--- src/rtl/dice_pkg.sv ---
package dice_pkg;

    localparam int FACE_W   = 3;
    localparam int SEG_W    = 8;
    localparam int FACE_MIN = 1;
    localparam int FACE_MAX = 6;

    typedef logic [FACE_W-1:0] face_t;
    typedef logic [SEG_W-1:0]  seg_t;

    typedef struct packed {
        logic a_high;
        logic b_high;
        logic tie;
    } verdict_t;

    localparam verdict_t VERDICT_TIE = '{a_high: 1'b0, b_high: 1'b0, tie: 1'b1};

    function automatic face_t face_next(face_t f);
        return (f == face_t'(FACE_MAX)) ? face_t'(FACE_MIN) : face_t'(f + 1'b1);
    endfunction

    function automatic seg_t face_glyph(face_t f);
        case (f)
            3'd1:    return 8'h06;
            3'd2:    return 8'h5B;
            3'd3:    return 8'h4F;
            3'd4:    return 8'h66;
            3'd5:    return 8'h6D;
            3'd6:    return 8'h7D;
            default: return 8'h00;
        endcase
    endfunction

    function automatic verdict_t judge(face_t a, face_t b);
        verdict_t v;
        v.a_high = (a > b);
        v.b_high = (a < b);
        v.tie    = (a == b);
        return v;
    endfunction

endpackage

--- src/rtl/tick_gen.sv ---
module tick_gen #(
    parameter int PERIOD = 6002
) (
    input  logic clk,
    input  logic rst,
    output logic tick
);
    localparam int CW = (PERIOD > 2) ? $clog2(PERIOD) : 1;
    localparam logic [CW-1:0] LAST = CW'(PERIOD - 1);

    logic [CW-1:0] cnt;

    assign tick = (cnt == LAST);

    always_ff @(posedge clk) begin
        if (rst)       cnt <= '0;
        else if (tick) cnt <= '0;
        else           cnt <= cnt + 1'b1;
    end

    assert_cnt_bound_R8: assert property (@(posedge clk) disable iff (rst)
        cnt <= LAST);

    assert_tick_gap_R8: assert property (@(posedge clk) disable iff (rst)
        tick |=> !tick);

endmodule

--- src/rtl/die_counter.sv ---
module die_counter
    import dice_pkg::*;
(
    input  logic  clk,
    input  logic  rst,
    input  logic  step,
    input  logic  roll_n,
    output face_t face
);
    always_ff @(posedge clk) begin
        if (rst)                 face <= face_t'(FACE_MIN);
        else if (step && !roll_n) face <= face_next(face);
    end

    assert_face_range_R6: assert property (@(posedge clk) disable iff (rst)
        (face >= face_t'(FACE_MIN)) && (face <= face_t'(FACE_MAX)));

    assert_hold_released_R7: assert property (@(posedge clk) disable iff (rst)
        roll_n |=> $stable(face));

    assert_hold_no_tick_R8: assert property (@(posedge clk) disable iff (rst)
        !step |=> $stable(face));

endmodule

--- src/rtl/result_judge.sv ---
module result_judge
    import dice_pkg::*;
(
    input  logic     clk,
    input  logic     rst,
    input  face_t    face_a,
    input  face_t    face_b,
    output verdict_t verdict
);
    always_ff @(posedge clk) begin
        if (rst) verdict <= VERDICT_TIE;
        else     verdict <= judge(face_a, face_b);
    end

    assert_one_flag_R5: assert property (@(posedge clk) disable iff (rst)
        $countones({verdict.a_high, verdict.b_high, verdict.tie}) == 1);

    assert_a_ahead_R2: assert property (@(posedge clk) disable iff (rst)
        (face_a > face_b) |=> verdict.a_high);

    assert_b_ahead_R3: assert property (@(posedge clk) disable iff (rst)
        (face_a < face_b) |=> verdict.b_high);

    assert_even_R4: assert property (@(posedge clk) disable iff (rst)
        (face_a == face_b) |=> verdict.tie);

endmodule

--- src/rtl/seg_decode.sv ---
module seg_decode
    import dice_pkg::*;
(
    input  face_t face,
    output seg_t  seg
);
    always_comb begin
        seg = face_glyph(face);
        seg[SEG_W-1] = 1'b0;
    end
endmodule

--- src/rtl/dice_duel.sv ---
module dice_duel
    import dice_pkg::*;
#(
    parameter int PERIOD_A = 6002,
    parameter int PERIOD_B = 14826
) (
    input  logic       clk,
    input  logic       rst,
    input  logic       roll_a_n,
    input  logic       roll_b_n,
    output logic       a_high,
    output logic       b_high,
    output logic       tie,
    output logic [7:0] seg_a,
    output logic [7:0] seg_b
);
    localparam int NP = 2;
    localparam int PERIODS [NP] = '{PERIOD_A, PERIOD_B};

    logic [NP-1:0] ticks;
    logic [NP-1:0] rolls_n;
    face_t         faces [NP];
    seg_t          segs  [NP];
    verdict_t      verdict;

    assign rolls_n = {roll_b_n, roll_a_n};

    for (genvar p = 0; p < NP; p++) begin : g_player
        tick_gen #(.PERIOD(PERIODS[p])) u_tick (
            .clk  (clk),
            .rst  (rst),
            .tick (ticks[p])
        );
        die_counter u_die (
            .clk    (clk),
            .rst    (rst),
            .step   (ticks[p]),
            .roll_n (rolls_n[p]),
            .face   (faces[p])
        );
        seg_decode u_seg (
            .face (faces[p]),
            .seg  (segs[p])
        );
    end

    result_judge u_judge (
        .clk     (clk),
        .rst     (rst),
        .face_a  (faces[0]),
        .face_b  (faces[1]),
        .verdict (verdict)
    );

    assign a_high = verdict.a_high;
    assign b_high = verdict.b_high;
    assign tie    = verdict.tie;
    assign seg_a  = segs[0];
    assign seg_b  = segs[1];

    assert_dp_dark_R9: assert property (@(posedge clk) disable iff (rst)
        !seg_a[7] && !seg_b[7]);

endmodule

--- config.mk ---
export PLATFORM = sky130hd
export DESIGN_NAME = dice_duel
export DESIGN_NICKNAME = d
export VERILOG_FILES = /design/src/rtl/dice_pkg.sv /design/src/rtl/tick_gen.sv /design/src/rtl/die_counter.sv /design/src/rtl/result_judge.sv /design/src/rtl/seg_decode.sv /design/src/rtl/dice_duel.sv
export SDC_FILE = /design/constraint.sdc
export NUM_CORES = 1
export LEC_CHECK = 0
export BUFFER_PORTS_ARGS = -buffer_cell sky130_fd_sc_hd__buf_2
export CORE_ASPECT_RATIO = 1.1
export CORE_UTILIZATION = 55
export DETAILED_ROUTE_END_ITERATION = 10
export MAX_ROUTING_LAYER = met4
export PLACE_DENSITY_LB_ADDON = 0.25
export SLEW_MARGIN = 20
export SYNTH_ARGS = -nofsm -noshare
export SYNTH_HDL_FRONTEND = slang
export SYNTH_SLANG_ARGS = --single-unit
export TNS_END_PERCENT = 10
--- constraint.sdc ---
create_clock -name clk -period 2.45 [get_ports clk]
set_clock_uncertainty 0.2 [all_clocks]
set_input_delay 0.245 -clock clk [delete_from_list [all_inputs] [get_ports clk]]
set_output_delay 0.245 -clock clk [all_outputs]
set_load 0.01 [all_outputs]
# After elaboration in Yosys (flattened, before gate mapping)
# Cells that the tools add are included.
dict set report classes {
  order_cmp 2
  n_mul 0
  mux 4
  div 0
  n_reduce_logical 6
  eq_ne 15
  shift 0
  add_sub_neg 4
  n_bitwise 0
}
# operator n
set op_table {}
lappend op_table {{$pmux 7 s6} 2}
lappend op_table {{$eq 3x3->1 const B} 6}
lappend op_table {{$add 14x1->14 const B} 1}
lappend op_table {{$eq 14x14->1 const B} 1}
lappend op_table {{$add 13x1->13 const B} 1}
lappend op_table {{$eq 13x13->1 const B} 1}
lappend op_table {{$eq 3x2->1 const B} 4}
lappend op_table {{$add 3x1->3 const B} 2}
lappend op_table {{$eq 3x1->1 const B} 2}
lappend op_table {{$mux 3} 2}
lappend op_table {{$reduce_or 2->1} 2}
lappend op_table {{$eq 3x3->1} 1}
lappend op_table {{$gt 3x3->1} 1}
lappend op_table {{$lt 3x3->1} 1}
lappend op_table {{$logic_and 1x1->1} 2}
lappend op_table {{$logic_not 1->1} 2}
dict set report totals {
  latchBits 0
  ff_bits 36
  romBits 0
  wordCells 38
  n_memories 0
  output_inout_bits 19
  input_bits 4
  ramBits 0
}

# Logic depth before layout (Yosys ltp)
# Gate-level depths: netlist (run 1).
dict set report logic_depth {
  depth_word 2
  depth_mapped 7
  mapped_depth_nobuf 6
}

# Hierarchy
# From an unflattened synthesis (run 1), not the netlist that was laid out.
dict set report hier_totals {
  cells_unflattened 202
  area_unflattened_um2 1829.3
}
# module cells_each n_inst area_each_um2
set by_module_without_submodules {}
lappend by_module_without_submodules {{tick_gen (g_player[1].u_tick)} 69 1 651.9}
lappend by_module_without_submodules {{tick_gen (g_player[0].u_tick)} 65 1 598.1}
lappend by_module_without_submodules {die_counter 15 2 136.4}
lappend by_module_without_submodules {seg_decode 12 2 77.6}
lappend by_module_without_submodules {result_judge 14 1 151.4}

# Worst setup path before layout (run 1)
# OpenSTA, ideal clock, no wires.
dict set report synth_path {
  path_kind {register to output}
  startpoint {register g_player[0].u_die.face[0]}
  endpoint {output seg_a[3]}
  arrival_ps 1507
  path_stages_with_launch 8
  setup_slack_ps 498
  n_path_buf 2
  path_cell_list {dfxtp_1 -> clkbuf_1 -> inv_1 -> nor2_1 -> ha_1 -> mux2i_1 -> a21oi_1 -> buf_4}
}
dict set report synth_between {
  elab_chain_cells 2
  elab_cells_between_ends 7
}
# item line
set synth_lines {}
lappend synth_lines {{from (decl)} die_counter.sv:8} ;# output face_t face
lappend synth_lines {{from (signal assigned)} die_counter.sv:11} ;# if (rst) face <= face_t'(FACE_MIN);
lappend synth_lines {{from (signal assigned)} die_counter.sv:12} ;# else if (step && !roll_n) face <= face_next(face);
lappend synth_lines {{$eq 3x3->1, or another cell as far along} dice_pkg.sv:24} ;# case (f)
lappend synth_lines {{$pmux 7 s6 *} dice_pkg.sv:24}
lappend synth_lines {{to (decl)} dice_duel.sv:14} ;# output logic [7:0] seg_a,
# Mark *: on every way between the ends. The rest lies on a longest branch, timed or not.

# Final worst setup path (run 1)
# Ends and elaborated chain as after synthesis.

==> metrics.yaml, run 1 <==
finalCritPeriodShare_pct: 92.0
yosys.area_share.simple_pct: 29.0
routed_wl_um: 3280
finalSetupTns_ps: 0
cp_slowest_cell: "dfxtp_1"
synth_seq_cells: 36
grt_pass1_wl_um: 5840
synthAdderAreaFrac_pct: 6.16
drc: 10
final_util_pct: 64.9
start_util_pct: 58.9
grtUsageTotal_pct: 21.5
setup.worst_path.start: "g_player[0].u_die.face[0]"
crit_family: "flip-flops"
grt_pass1_vias: 1437
r2r-start: "g_player[1].u_tick.cnt[0]"
synth-compound-area-share_pct: 5.48
globalplace.congestion: 0.768
setup_viol: 0
p_comb_share_pct: 3.8
max_freq_ghz: 0.444
portBuffers: 20
finalMaxSlewViolations: 0
power_density_mw_per_mm2: 483
first_pass_iters: 8
grt_remaining_overflow: 0
syn_inst: 213
synth_xor_area_share_pct: 12.5
drtIter0Drc: 80
final_layout_size_suffix_gt1_share_pct: 13.1
row_count: 21
hold_viol_final: 0
grt.busiest_layer: "met2"
synth.distinct_cells: 35
syn_area_per_cell_um2: 8.58
maxCapViolCount: 0
seqPwrFrac_pct: 62.1
antenna_found_initial: 0
synth_edf_count: 0
crit_type: "flip-flop to output pin"
r2r_slack_ps: 290
area_growth_syn_to_layout_pct: 10.2
die_h_um: 62.4
die_w_um: 57.0
cts_root_buffer: "clkbuf_4"
dpl.hpwl_um: 2330
violations: "DRC"
die_area_mm2: 0.00356
grt_start_max_net_pins: 15
p_leak_nw: 0.775
yosysSeqAreaShare_pct: 39.5
fin_crit_ps: 2250
peakVddDrop_mv: 0.288
io_pins: 23
htreeDepth: 2
via_per_inst: 5.50
clk_latency_ps: 350
hold_path.class: "primary input to flip-flop"
p_sw_share_pct: 22.9
clkPwrFrac_pct: 34.0
worst-path-buf-inv: 2
use_met2_pct: 36.2
synth_top_family_by_area: "simple AND/OR/NAND/NOR gates"
vias: 1485
synthesis.area_mm2: 0.00183
cts_tree: "done"
crit_required_ps: 2010
layout.nets: 248
p_int_mw: 0.750
ant_nets: 0
end_kind: "output pin"
met1_usage_pct: 23.8
synthArstFlopShare_pct: 0
cp-start-kind: "flip-flop"
slowest_delay_ps: 490
switching_power_mw: 0.223
clock_path_buffers: 2
yosysWarnings: 0
worstPathCellList: "inv_1, nor2_1, ha_1, mux2i_1, a21oi_1, buf_2"
cts_sinks: 36
hold_start: "roll_a_n"
cp_max_fo: 8
post-cts-setup-buffers: 0
rsz0062_at_grt: "no"
outcome: "complete, but fails checks"
cts_buffers: 5
synth_ff_type: "dfxtp_1"
cp.arrival_ps: 1810
grt_use_met3_pct: 4.35
core_mm2: 0.00310
n_antenna_cell: 0
routedWlPerCell_um: 12.1
synth_mux_area_share_pct: 2.19
cts.clk_slew.worst_paths_ps: 110
==> registers in the layout, indices dropped and copies added, names as in the netlist <==
name and count:
g_player.u_die.face 6, g_player.u_tick.cnt 27, u_judge.verdict 3
==> cell usage in the layout (no fill, tap or decap), drive strengths merged, types with 9 or more instances in the layout <==
master / instances
inv: 10
nor2: 40
nand3: 10
dfxtp: 36
xnor2: 17
buf: 22
a21oi: 10
ha: 9
xor2: 9
nand2: 12
==> cells by family after synthesis <==
group                    count (synthesis)
AND/OR/NAND/NOR                        100
AO/OA/AOI/OAI                           17
buffers and inverters                   20
other                                    1
multiplexers                             4
flip-flops                              36
adder cells (fa/ha/maj)                  9
XOR/XNOR                                26
==> metal layers <==
layer,wire (um),vias to the layer above
met3,136,8
met1,1530,675
met2,1540,32
met5,0,-
li1,-,770
met4,76,0
==> power groups by stage <==
stage	Clock, mW	Combinational, mW	Sequential (mW)
2_1_floorplan	0	0.0262	0.615
3_3_place_gp	0	0.0353	0.617
3_5_place_dp	0	0.0365	0.618
4_1_cts	0.342	0.0378	0.605
5_1_grt	0.365	0.0434	0.607
6_report	0.331	0.0372	0.605
==> path summary, 6_finish.rpt <==
check                                                  to  depth (start not counted)
worst max-delay path                             seg_a[3]                          6
worst min-delay path            g_player[0].u_die.face[1]                          4
worst max register to register  g_player[1].u_die.face[1]                          6
worst min register to register  g_player[1].u_tick.cnt[0]                          1
==> cell type report <==
class	instances	area (um2)
inverters	10	37.5
repair buffers	24	135
clock buffers	8	58.8
flip-flops and latches	36	721
well taps	34	42.5
multi-input cells	158	1020
fillers	260	1090
==> metrics by stage <==
stage	hold slack (ps)	instances	instance area (um2)	setup slack [ps]	power [mW]
3_3_place_gp	265	260	1930	566	0.653
5_1_grt	52.7	270	2010	38.9	1.02
6_report	51.3	270	2010	197	0.973
2_1_floorplan	114	214	1830	498	0.642
4_1_cts	44.2	270	2010	209	0.985
3_5_place_dp	283	260	1930	532	0.655
==> cells in the mapped netlist (5+ instances only) <==
master / number / area share, %
clkbuf_1: 5 / 1.0
dfxtp_1: 36 / 39
nor2_1: 40 / 8.2
xor2_1: 9 / 4.3
ha_1: 9 / 6.2
nor3_1: 5 / 1.4
nand2_1: 12 / 2.5
inv_1: 10 / 2.1
a21oi_1: 10 / 2.7
xnor2_1: 17 / 8.2
nand4_1: 8 / 2.7
nand3_1: 10 / 2.7
==> worst register-to-register path: stages, from the launching register on <==
cell and delay, ps:
dfxtp_1 420, ha_1 210, nor4bb_1 180, and4_1 290, nand3_1 90, a21oi_1 160, dlygate4sd3_1 560
==> timing repair <==
item / CTS / global route
endpoints found under the hold margin: 5 / 0
hold buffers: 2 / 0
gates resized for setup: 0 / 0
endpoints found under the setup margin: 0 / 0
Note: power is estimated with default switching activity, not from simulation.
==> inputs of run 2 (changes only) <==
--- a/config.mk
+++ b/config.mk
@@ -7,2 +7,3 @@
 export LEC_CHECK = 0
+export ABC_AREA = 1
 export BUFFER_PORTS_ARGS = -buffer_cell sky130_fd_sc_hd__buf_2
==> constraint.sdc (replaced) <==
create_clock -name clk -period 2.45 [get_ports clk]
set_clock_uncertainty 0.2 [all_clocks]
set_input_delay 0 -clock clk [delete_from_list [all_inputs] [get_ports clk]]
set_output_delay 0 -clock clk [all_outputs]
set_load 0.01 [all_outputs]
==> run 2 against run 1 <==
Synthesized cell count is 46% higher. The flow now finishes without violations. Global-route usage is 0.87 points higher. Fmax is 10% higher. Highest routed layer unchanged. Non-clock buffer count is 1 higher.
==> metrics.yaml, run 2 <==
finalCritPeriodShare_pct: 83.5
p_sw_share_pct: 21.9
synth_ff_type: "dfxtp_1"
synth_edf_count: 0
switching_power_mw: 0.222
row_count: 23
synth_largest_area_cell: "dfxtp_1"
p_leak_nw: 1.03
io_pins: 23
p_int_mw: 0.793
area_growth_syn_to_layout_pct: 10.2
synthArstFlopShare_pct: 0
grtUsageTotal_pct: 22.4
setup_viol: 0
cp-start-kind: "flip-flop"
syn_area_per_cell_um2: 6.90
r2r-end: "g_player[1].u_die.face[0]"
start_util_pct: 58.1
cts_root_buffer: "clkbuf_8"
ant_nets: 0
die_w_um: 61.5
dpl.hpwl_um: 3100
layout_commonest_cell: "nand2_1"
syn_inst: 310
n_antenna_cell: 0
finalSetupTns_ps: 0
synth_commonest_cells: "nand2_1, nor2_1, inv_1"
yosysSeqAreaShare_pct: 33.7
htreeDepth: 2
final_cell_mix: "nand2_1, nor2_1, inv_1, dfxtp_1"
grt_start_max_net_pins: 15
routed_wl_um: 3990
cp_max_fo: 4
crit_required_ps: 2420
grt_remaining_overflow: 0
final_util_pct: 64.0
yosysWarnings: 0
top_regs: "g_player.u_tick.cnt: 27 flops, g_player.u_die.face: 6 flops, u_judge.verdict: 3 flops"
finalMaxSlewViolations: 0
maxCapViolCount: 0
die_h_um: 67.4
crit_type: "flip-flop to flip-flop"
hold_path.class: "flip-flop to flip-flop"
core_mm2: 0.00368
synth_top_cell_area_share_pct: 33.7
drtIter0Drc: 102
r2r_cells: 9
synth_seq_cells: 36
routedWlPerCell_um: 10.4
largest_reg_flops: 27
portBuffers: 20
cp.arrival_ps: 2020
hold_end: "g_player[0].u_tick.cnt[12]"
synth.distinct_cells: 32
ctsHoldBuffers: 5
cts_tree: "done"
worstHoldPathCells: 2
final_layout_size_suffix_gt1_share_pct: 18.3
clk_latency_ps: 280
via_per_inst: 4.98
clkPwrFrac_pct: 36.3
synthesis.area_mm2: 0.00214
clock_path_buffers: 2
first_pass_iters: 4
synthTopCellsByArea: "dfxtp_1, nand2_1, nor2_1"
grt_pass1_wl_um: 6730
cts.clk_slew.worst_paths_ps: 70
rsz0062_at_grt: "no"
layout.nets: 349
globalplace.congestion: 0.866
antenna_found_initial: 0
seqPwrFrac_pct: 59.5
max_freq_ghz: 0.489
peakVddDrop_mv: 0.297
post-cts-setup-buffers: 0
fin_crit_ps: 2050
die_area_mm2: 0.00414
cts_buffers: 5
end_kind: "flip-flop"
outcome: "complete, no violations"
power_density_mw_per_mm2: 430
r2r_slack_ps: 400
grt_pass1_vias: 1670
vias: 1911
hold_start: "g_player[0].u_tick.cnt[12]"
cts.repair.resized: 0
hold_viol_final: 0
synth_most_common_cell: "nand2_1"
largest_register: "g_player.u_tick.cnt"
drc: 0
p_comb_share_pct: 4.2
r2r-start: "g_player[1].u_tick.cnt[0]"
cts_sinks: 36
run 2: through the flow:
stage	setup slack (ps)	cell area [um2]	power (mW)	instances	hold slack (ps)
2_1_floorplan	946	2140	0.653	311	28.1
3_3_place_gp	885	2240	0.655	374	150
3_5_place_dp	829	2240	0.656	374	157
4_1_cts	410	2360	1.03	384	285
5_1_grt	237	2360	1.06	384	306
6_report	405	2360	1.01	384	281
run 2: worst max-delay path: stages, from the launching register on:
cell	delay, ps
dfxtp_1	420
ha_1	220
nand2_1	70
clkinv_1	60
nand2_2	50
nor2_4	130
nand3_2	100
nand2_1	70
nand3_1	60
dlygate4sd3_1	560
run 2: layer usage:
metal  share of wire (%)  vias to the layer above  track usage [%]
met3                 3.6                        7             5.75
li1                    -                     1027                -
met4                 1.3                        0             6.67
met2                  48                       37             39.3
met1                  47                      840             24.6
met5                   0                        -                -
run 2: power groups by stage:
stage	Combinational [mW]	Sequential [mW]	Clock [mW]
3_5_place_dp	0.0398	0.617	0
2_1_floorplan	0.0385	0.615	0
5_1_grt	0.0483	0.605	0.404
6_report	0.0428	0.604	0.368
4_1_cts	0.0434	0.604	0.382
3_3_place_gp	0.0384	0.616	0
run 2: kinds of logic after synthesis:
kind of cell | count (synthesis) | synth area share [%]
and+or+nand+nor | 172 | 38.1
DFF | 36 | 33.7
AOI/OAI and AO/OA | 31 | 8.83
other | 1 | 0.175
buffers and inverters | 55 | 11.5
adders and majority gates | 9 | 5.26
xor gates and xnor gates | 6 | 2.46
run 2: worst max-delay path by stage:
stage	from	to	slack, ps	depth (start not counted)
2_1_floorplan	g_player[1].u_die.face[0]	seg_b[3]	950	6
3_3_place_gp	g_player[1].u_die.face[2]	u_judge.verdict[1]	880	6
3_5_place_dp	g_player[1].u_die.face[2]	u_judge.verdict[1]	830	6
4_1_cts	g_player[1].u_tick.cnt[0]	g_player[1].u_die.face[0]	410	9
5_1_grt	g_player[0].u_tick.cnt[0]	g_player[0].u_die.face[0]	240	9
6_report	g_player[1].u_tick.cnt[0]	g_player[1].u_die.face[0]	400	9
run 2: layout make-up:
class / count / area (um2)
multi-input combinational: 220 / 1180
tap: 50 / 62.6
inverter: 48 / 180
clock buffer: 5 / 68.8
fill: 349 / 1330
timing repair buffer: 25 / 150
sequential: 36 / 721
